`config.mk`:
```
export PLATFORM = sky130hd
export DESIGN_NAME = pulse_pattern_reset
export DESIGN_NICKNAME = d
export VERILOG_FILES = /design/src/rtl/pulse_reset_pkg.sv /design/src/rtl/prr_sync.sv /design/src/rtl/prr_width_meter.sv /design/src/rtl/prr_seq_fsm.sv /design/src/rtl/pulse_pattern_reset.sv
export SDC_FILE = /design/constraint.sdc
export NUM_CORES = 1
export LEC_CHECK = 0
export ABC_AREA = 1
export BUFFER_PORTS_ARGS = -buffer_cell sky130_fd_sc_hd__buf_4
export CAP_MARGIN = 20
export CORE_UTILIZATION = 45
export CTS_CLUSTER_SIZE = 14
export DETAILED_ROUTE_END_ITERATION = 8
export SLEW_MARGIN = 25
export SYNTH_ARGS = -nofsm -noshare
export SYNTH_HDL_FRONTEND = slang
export SYNTH_SLANG_ARGS = --single-unit
```
`constraint.sdc`:
```
create_clock -name clk -period 3.4 [get_ports clk]
set_input_delay 0.34 -clock clk [delete_from_list [all_inputs] [get_ports clk]]
set_output_delay 0.34 -clock clk [all_outputs]
set_load 0.03 [all_outputs]
```
`src/rtl/pulse_reset_pkg.sv`:
```
package pulse_reset_pkg;
  typedef enum logic [2:0] {
    ST_IDLE = 3'd0,
    ST_GAP1 = 3'd1,
    ST_HI2  = 3'd2,
    ST_GAP2 = 3'd3,
    ST_HI3  = 3'd4
  } seq_state_t;

  function automatic int unsigned cnt_bits(input int unsigned max_w);
    return $clog2(max_w) + 1;
  endfunction
endpackage

```
`src/rtl/prr_sync.sv`:
```
module prr_sync #(
  parameter int unsigned STAGES = 2
) (
  input  logic clk,
  input  logic rst_n,
  input  logic async_i,
  output logic lvl_s,
  output logic lvl_d
);
  logic [STAGES-1:0] chain;

  generate
    for (genvar g = 0; g < STAGES; g++) begin : g_stage
      always_ff @(posedge clk or negedge rst_n) begin
        if (!rst_n) chain[g] <= 1'b0;
        else if (g == 0) chain[g] <= async_i;
        else chain[g] <= chain[(g == 0) ? 0 : g-1];
      end
    end
  endgenerate

  always_ff @(posedge clk or negedge rst_n) begin
    if (!rst_n) lvl_d <= 1'b0;
    else lvl_d <= chain[STAGES-1];
  end

  assign lvl_s = chain[STAGES-1];
endmodule

```
`src/rtl/prr_width_meter.sv`:
```
module prr_width_meter #(
  parameter int unsigned CNT_W = 13,
  parameter bit          POL   = 1'b1
) (
  input  logic             clk,
  input  logic             rst_n,
  input  logic             lvl_s,
  input  logic             lvl_d,
  output logic [CNT_W-1:0] width_o
);
  localparam logic [CNT_W-1:0] CNT_MAX = {CNT_W{1'b1}};

  logic active, start;
  assign active = (lvl_s == POL);
  assign start  = active && (lvl_d != POL);

  always_ff @(posedge clk or negedge rst_n) begin
    if (!rst_n) width_o <= '0;
    else if (start) width_o <= CNT_W'(1);
    else if (active && width_o != CNT_MAX) width_o <= width_o + 1'b1;
  end

  // a saturated count holds while the level persists
  assert_sat_hold_R10: assert property (@(posedge clk) disable iff (!rst_n)
    (active && !start && width_o == CNT_MAX) |=> (width_o == CNT_MAX));
endmodule

```
`src/rtl/prr_seq_fsm.sv`:
```
module prr_seq_fsm
  import pulse_reset_pkg::*;
#(
  parameter int unsigned CNT_W  = 13,
  parameter int unsigned W1_LO  = 512,
  parameter int unsigned W1_HI  = 800,
  parameter int unsigned GAP_LO = 10,
  parameter int unsigned W2_LO  = 1024,
  parameter int unsigned W2_HI  = 1800,
  parameter int unsigned W3_LO  = 2048,
  parameter int unsigned W3_HI  = 2400
) (
  input  logic             clk,
  input  logic             rst_n,
  input  logic             rise,
  input  logic             fall,
  input  logic [CNT_W-1:0] hi_w,
  input  logic [CNT_W-1:0] lo_w,
  output logic             rst_o
);
  seq_state_t state, nxt;
  logic fire;
  logic in_w1, in_w2, in_w3, gap_ok;

  assign in_w1  = (hi_w > CNT_W'(W1_LO)) && (hi_w < CNT_W'(W1_HI));
  assign in_w2  = (hi_w > CNT_W'(W2_LO)) && (hi_w < CNT_W'(W2_HI));
  assign in_w3  = (hi_w >= CNT_W'(W3_LO)) && (hi_w < CNT_W'(W3_HI));
  assign gap_ok = (lo_w > CNT_W'(GAP_LO));

  always_comb begin
    nxt  = state;
    fire = 1'b0;
    unique case (state)
      ST_IDLE: if (fall) nxt = in_w1 ? ST_GAP1 : ST_IDLE;
      ST_GAP1: if (rise) nxt = gap_ok ? ST_HI2 : ST_IDLE;
      ST_HI2:  if (fall) nxt = in_w2 ? ST_GAP2 : (in_w1 ? ST_GAP1 : ST_IDLE);
      ST_GAP2: if (rise) nxt = gap_ok ? ST_HI3 : ST_IDLE;
      ST_HI3: if (fall) begin
        if (in_w3) begin
          fire = 1'b1;
          nxt  = ST_IDLE;
        end else begin
          nxt = in_w1 ? ST_GAP1 : ST_IDLE;
        end
      end
      default: nxt = ST_IDLE;
    endcase
  end

  always_ff @(posedge clk or negedge rst_n) begin
    if (!rst_n) begin
      state <= ST_IDLE;
      rst_o <= 1'b0;
    end else begin
      state <= nxt;
      rst_o <= fire;
    end
  end

  // never two consecutive reset cycles
  assert_single_cycle_R7: assert property (@(posedge clk) disable iff (!rst_n)
    rst_o |=> !rst_o);

  // a reset follows only a fall whose width was in the third window
  assert_fire_window_R6: assert property (@(posedge clk) disable iff (!rst_n)
    $rose(rst_o) |-> $past(fall && hi_w >= CNT_W'(W3_LO) && hi_w < CNT_W'(W3_HI)));

  // a short gap after the first pulse aborts to idle
  assert_short_gap_R4: assert property (@(posedge clk) disable iff (!rst_n)
    (state == ST_GAP1 && rise && lo_w <= CNT_W'(GAP_LO)) |=> (state == ST_IDLE));

  // idle state never fires on its own
  assert_idle_quiet_R1: assert property (@(posedge clk) disable iff (!rst_n)
    (state == ST_IDLE) |=> !rst_o);
endmodule

```
`src/rtl/pulse_pattern_reset.sv`:
```
module pulse_pattern_reset
  import pulse_reset_pkg::*;
#(
  parameter int unsigned SYNC_STAGES = 2,
  parameter int unsigned W1_LO  = 512,
  parameter int unsigned W1_HI  = 800,
  parameter int unsigned GAP_LO = 10,
  parameter int unsigned W2_LO  = 1024,
  parameter int unsigned W2_HI  = 1800,
  parameter int unsigned W3_LO  = 2048,
  parameter int unsigned W3_HI  = 2400
) (
  input  logic clk,
  input  logic rst_n,
  input  logic line_in,
  output logic det_rst_o
);
  localparam int unsigned CNT_W = cnt_bits(W3_HI);

  logic lvl_s, lvl_d, rise, fall;
  logic [CNT_W-1:0] hi_w, lo_w;

  prr_sync #(.STAGES(SYNC_STAGES)) u_sync (
    .clk(clk), .rst_n(rst_n), .async_i(line_in), .lvl_s(lvl_s), .lvl_d(lvl_d)
  );

  assign rise = lvl_s && !lvl_d;
  assign fall = !lvl_s && lvl_d;

  prr_width_meter #(.CNT_W(CNT_W), .POL(1'b1)) u_hi (
    .clk(clk), .rst_n(rst_n), .lvl_s(lvl_s), .lvl_d(lvl_d), .width_o(hi_w)
  );

  prr_width_meter #(.CNT_W(CNT_W), .POL(1'b0)) u_lo (
    .clk(clk), .rst_n(rst_n), .lvl_s(lvl_s), .lvl_d(lvl_d), .width_o(lo_w)
  );

  prr_seq_fsm #(
    .CNT_W(CNT_W), .W1_LO(W1_LO), .W1_HI(W1_HI), .GAP_LO(GAP_LO),
    .W2_LO(W2_LO), .W2_HI(W2_HI), .W3_LO(W3_LO), .W3_HI(W3_HI)
  ) u_fsm (
    .clk(clk), .rst_n(rst_n), .rise(rise), .fall(fall),
    .hi_w(hi_w), .lo_w(lo_w), .rst_o(det_rst_o)
  );

  // a reset only appears while the synchronised line is low
  assert_fire_low_R2: assert property (@(posedge clk) disable iff (!rst_n)
    det_rst_o |-> !lvl_d);
endmodule

```
Word level (Yosys, flattened, before mapping)
Index checks and enable logic that the tools add are counted.

Flip-flop bits (word level): 33. Bits of input ports: 3. Output and inout port bits: 1.

$add $sub $neg: 2. $lt $le $gt $ge: 7. Eq/ne operators: 11. Muxes and demuxes: 18. Bitwise gates (word level): 2. Reductions and logical operators: 15.

Operators by type and width (count): 13-bit 2-to-1 mux (4); 13-bit by 1-bit adder with 13-bit output (second input constant) (2); 13-bit inequality test (second input constant) (2); 3-bit 2-to-1 mux (7); 3-bit case mux with 5 select lines (1); 13-bit by 12-bit >= comparator with 1-bit output (second input constant) (1); 13-bit by 10-bit > comparator with 1-bit output (second input constant) (1); 13-bit by 11-bit > comparator with 1-bit output (second input constant) (1); 13-bit by 4-bit > comparator with 1-bit output (second input constant) (1); 13-bit by 10-bit < comparator with 1-bit output (second input constant) (1); 13-bit by 11-bit < comparator with 1-bit output (second input constant) (1); 13-bit by 12-bit < comparator with 1-bit output (second input constant) (1); 2-bit inequality test (second input constant) (5); 1-bit logical AND (9); 3-bit by 2-bit equality test with 1-bit output (second input constant) (2); 5-bit AND reduction (1); 1-bit 2-to-1 mux (4); 2-bit 2-to-1 mux (2); 2-bit nonzero test (2); 3-bit by 1-bit equality test with 1-bit output (second input constant) (1); 3-bit equality test (second input constant) (1); 3-bit logical NOT (1); 1-bit logical NOT (2); 1-bit inverter (2).

Depth between registers and ports, before layout
Word-level depth: 6. Mapped depth: 11. Gate-level depth less buffers: 11.

Modules after synthesis
From an unflattened synthesis, not the netlist that was laid out.

Cells, all modules: 324. Area, all modules: 2228.4 sq um.

By module, submodules not included: prr_width_meter at u_lo (times used 1, cells an instance 128, area an instance 860.8 sq um); prr_width_meter at u_hi (times used 1, cells an instance 116, area an instance 833.3 sq um); prr_seq_fsm (times used 1, cells an instance 73, area an instance 444.2 sq um); prr_sync (times used 1, cells an instance 3, area an instance 75.1 sq um); pulse_pattern_reset (times used 1, cells an instance 4, area an instance 15.0 sq um).

Least setup slack after synthesis
OpenSTA, ideal clock, no wires.

Kind: register to register. Start: reg u_hi.width_o[0]. End: reg u_hi.width_o[8]. Arrival: 1.367 ns. Setup slack: 1.969 ns. Cell stages (with the launch flop): 10. Path through: dfrtp_1 ha_1 inv_1 nor2_1 nand2_1 nor2_2 nor2_1 buf_2 nand4_1 nand2_1.

Word-level cells in the longest chain between the ends: 3.

Ends and longest elaborated chain: start, declared (RTL line prr_width_meter.sv:9) `output logic [CNT_W-1:0] width_o`; start signal, assigned (RTL line prr_width_meter.sv:20) `else if (active && width_o != CNT_MAX) width_o <= width_o + 1'b1;`; 13-bit by 1-bit adder with 13-bit output or 13-bit inequality test (tied branches) (RTL line prr_width_meter.sv:20); 13-bit 2-to-1 mux or 1-bit logical AND (tied branches) (RTL line prr_width_meter.sv:20); 13-bit 2-to-1 mux or 2-bit nonzero test (tied branches).

Several ways; a longest one is shown, not always the timed one. The select of a mux whose other input is x is not followed. A chain may end at the register's enable or synchronous reset.

Final worst setup path
Start: reg u_hi.width_o[0]. End: reg u_hi.width_o[0].

The elaborated chain is that of the path after synthesis.

==> flow_metrics.tcl <==
set metrics [dict create \
    routed_wl_um 4549 \
    antenna_found_initial 0 \
    dp_cells 353 \
    cp.arrival_ps 2210 \
    status "complete, but fails checks" \
    grt_pass1_vias 1689 \
    synth_cell_types 24 \
    ant_nets 0 \
    drive_gt1_frac 0.06472 \
    synthesis.nets 311 \
    maxSlewHeadroom 0.4783 \
    synth_top_area_cell "dfrtp_1" \
    syn-instance-count 304 \
    ys.warnings.count 0 \
    drc_errors 0 \
    critPathKind "reg2reg" \
    ys_seq_area_frac 0.3966 \
    fin_area_sq_mm 0.002206 \
    vias_per_cell 5.047 \
    worst_pin_slew_ps 779.6 \
    drt-pass1-iter-count 4 \
    max_freq_mhz 491.2 \
    cts_tree "built" \
    irDropWorstVdd_uv 195.2 \
    cts.sinks 33 \
    drt-initial-drc-count 115 \
    slew_violations 0 \
    track_usage 0.2018 \
    htree_levels 2 \
    final_common_cell "nand2_1" \
    gp_congestion 0.9343 \
    overflow 0 \
    crit_required_ps 3580 \
    start_util 0.4717 \
    grt_max_degree 34 \
    cts-buffers-inserted 5 \
    powerDensity_mw_per_mm2 382.6 \
    finalHoldViolations 33 \
    syn_to_final_growth_pct 5.950 \
    die_area_sq_mm 0.004903 \
    vias 1822 \
    fin_nets 315 \
    setup_viol 0 \
    maxCapViolCount 0 \
    grt_pass1_wl_um 7831 \
    cp-end-kind "flop" \
    holdBufCountCts 0 \
    dp_hpwl_um 3210 \
    final_cell_mix "nand2_1 (104), nor2_1 (42), dfrtp_1 (33)" \
    fin_crit_sh 0.5987 \
    die_w_um 70.02 \
    diodes 0 \
    avgSynthCellArea_sq_um 6.849 \
    coreArea_sq_mm 0.004414 \
    placed_area_sq_mm 0.002123 \
    postCtsSetupRepairBufs 0 \
    ys_ff_latch 33 \
    worstSetupStartpointType "flop" \
    cts_root_buf "clkbuf_8" \
    synth_area_leaders "dfrtp_1 (40%), nand2_1 (19%), nor2_1 (7.6%)" \
    clockBufferDepth 2 \
    rsz0062_at_grt "false" \
    placement_rows 24 \
    finalSetupTns_ps 0 \
    synth_area_sq_mm 0.002082 \
    fin_worst_skew_ps 5.711 \
    wire_per_inst_um 12.60 \
    cp_max_fo 12 \
    synth_top_area_share 0.3966 \
    io_pins 4 \
    clk_pin_slew_ps 70 \
    period_minus_slack_ps 2036 \
    chipHeight_um 70.02 \
    p_leak_nw 1.080 \
    whs_ps -13.47 \
    violations "negative hold slack" \
    hp-class "in2async" \
    stdcell_count 361 \
    clk_latency_ps 290 \
    cts_resized 0 \
    portBuffers 3 \
]
[cell families (layout without fill, tap and decap cells)]
group	Yosys count	count (layout)	share of synthesized area
AO/OA/AOI/OAI	17	17	0.04327
buffers and inverters	38	43	0.07993
flip-flops	33	33	0.3966
AND/OR/NAND/NOR	204	204	0.4225
adder cells (fa/ha/maj)	4	4	0.02404
XOR/XNOR	8	8	0.03366
[routing by layer]
metal / share of wire / routed length (um) / GRT usage / vias to the layer above
met1: 0.56 / 2548 / 0.2960 / 824
met4: 0.016 / 72 / 0.08667 / 0
met3: 0.018 / 81 / 0.03752 / 6
met5: 0 / 0 / 0 / -
li1: - / - / - / 975
met2: 0.41 / 1846 / 0.2895 / 17
[cells in the mapped netlist (all sizes together)]
master / count
nand2: 108
nor2: 47
dfrtp: 33
inv: 32
nand3: 29
nand4: 12
a21oi: 8
o21ai: 7
buf: 6
xor2: 6
ha: 4
nor3: 3
nand3b: 2
xnor2: 2
a31oi: 1
nor3b: 1
nor4: 1
o2111ai: 1
or2: 1
[final timing paths]
| check | start | to | slack (ps) | cells after the start |
|---|---|---|---|---|
| max reg2reg | u_hi.width_o[0] | u_hi.width_o[0] | 1360 | 9 |
| min reg2reg | u_sync.chain[0] | u_sync.lvl_s | 350 | 0 |
| min | rst_n | u_lo.width_o[9] | -10 | 1 |
| min in group clk | line_in | u_sync.chain[0] | 160 | 1 |
| max | u_hi.width_o[0] | u_hi.width_o[0] | 1360 | 9 |
| max in group asynchronous | rst_n | u_sync.lvl_d | 3110 | 1 |
[critical path: stages (launching register included)]
cell	delay, ps
dfrtp_1	440
ha_1	260
inv_1	60
nor2_1	40
nand2_1	100
nor2_2	50
nor2_1	590
nor2_2	230
nand2_1	110
nand2_1	50
[report_power, final]
group          switching, mW  internal [mW]
Sequential            0.0316          0.413
Combinational         0.0669         0.0391
Clock                  0.151          0.142
Total                  0.250          0.594
[flip-flops by register name (all words and copies together) (netlist names)]
register,flops
u_fsm.rst_o,1
u_hi.width_o,13
u_lo.width_o,13
u_fsm.state,3
u_sync.lvl_s,1
u_sync.lvl_d,1
u_sync.chain,1
[stage by stage]
stage,setup slack [ps],util,hold WS (ps),power [mW]
2_1_floorplan,1969,-,44.41,0.5293
5_1_grt,1156,0.4997,21.91,0.8850
3_5_place_dp,1329,0.4810,313.9,0.5600
4_1_cts,1330,0.4997,1.565,0.8567
3_3_place_gp,1397,0.4810,311.8,0.5578
6_report,1364,0.4997,-13.47,0.8439
[cell type report]
| class | instances | area [sq um] |
|---|---|---|
| fillers | 450 | 2208 |
| multi-input cells | 233 | 1090 |
| flip-flops and latches | 33 | 825.8 |
| inverters | 32 | 120.1 |
| clock buffers | 6 | 72.57 |
| well taps | 52 | 65.06 |
| repair buffers | 3 | 22.52 |
| clock inverters | 2 | 10.01 |
Power figures use the tool's default switching activity.
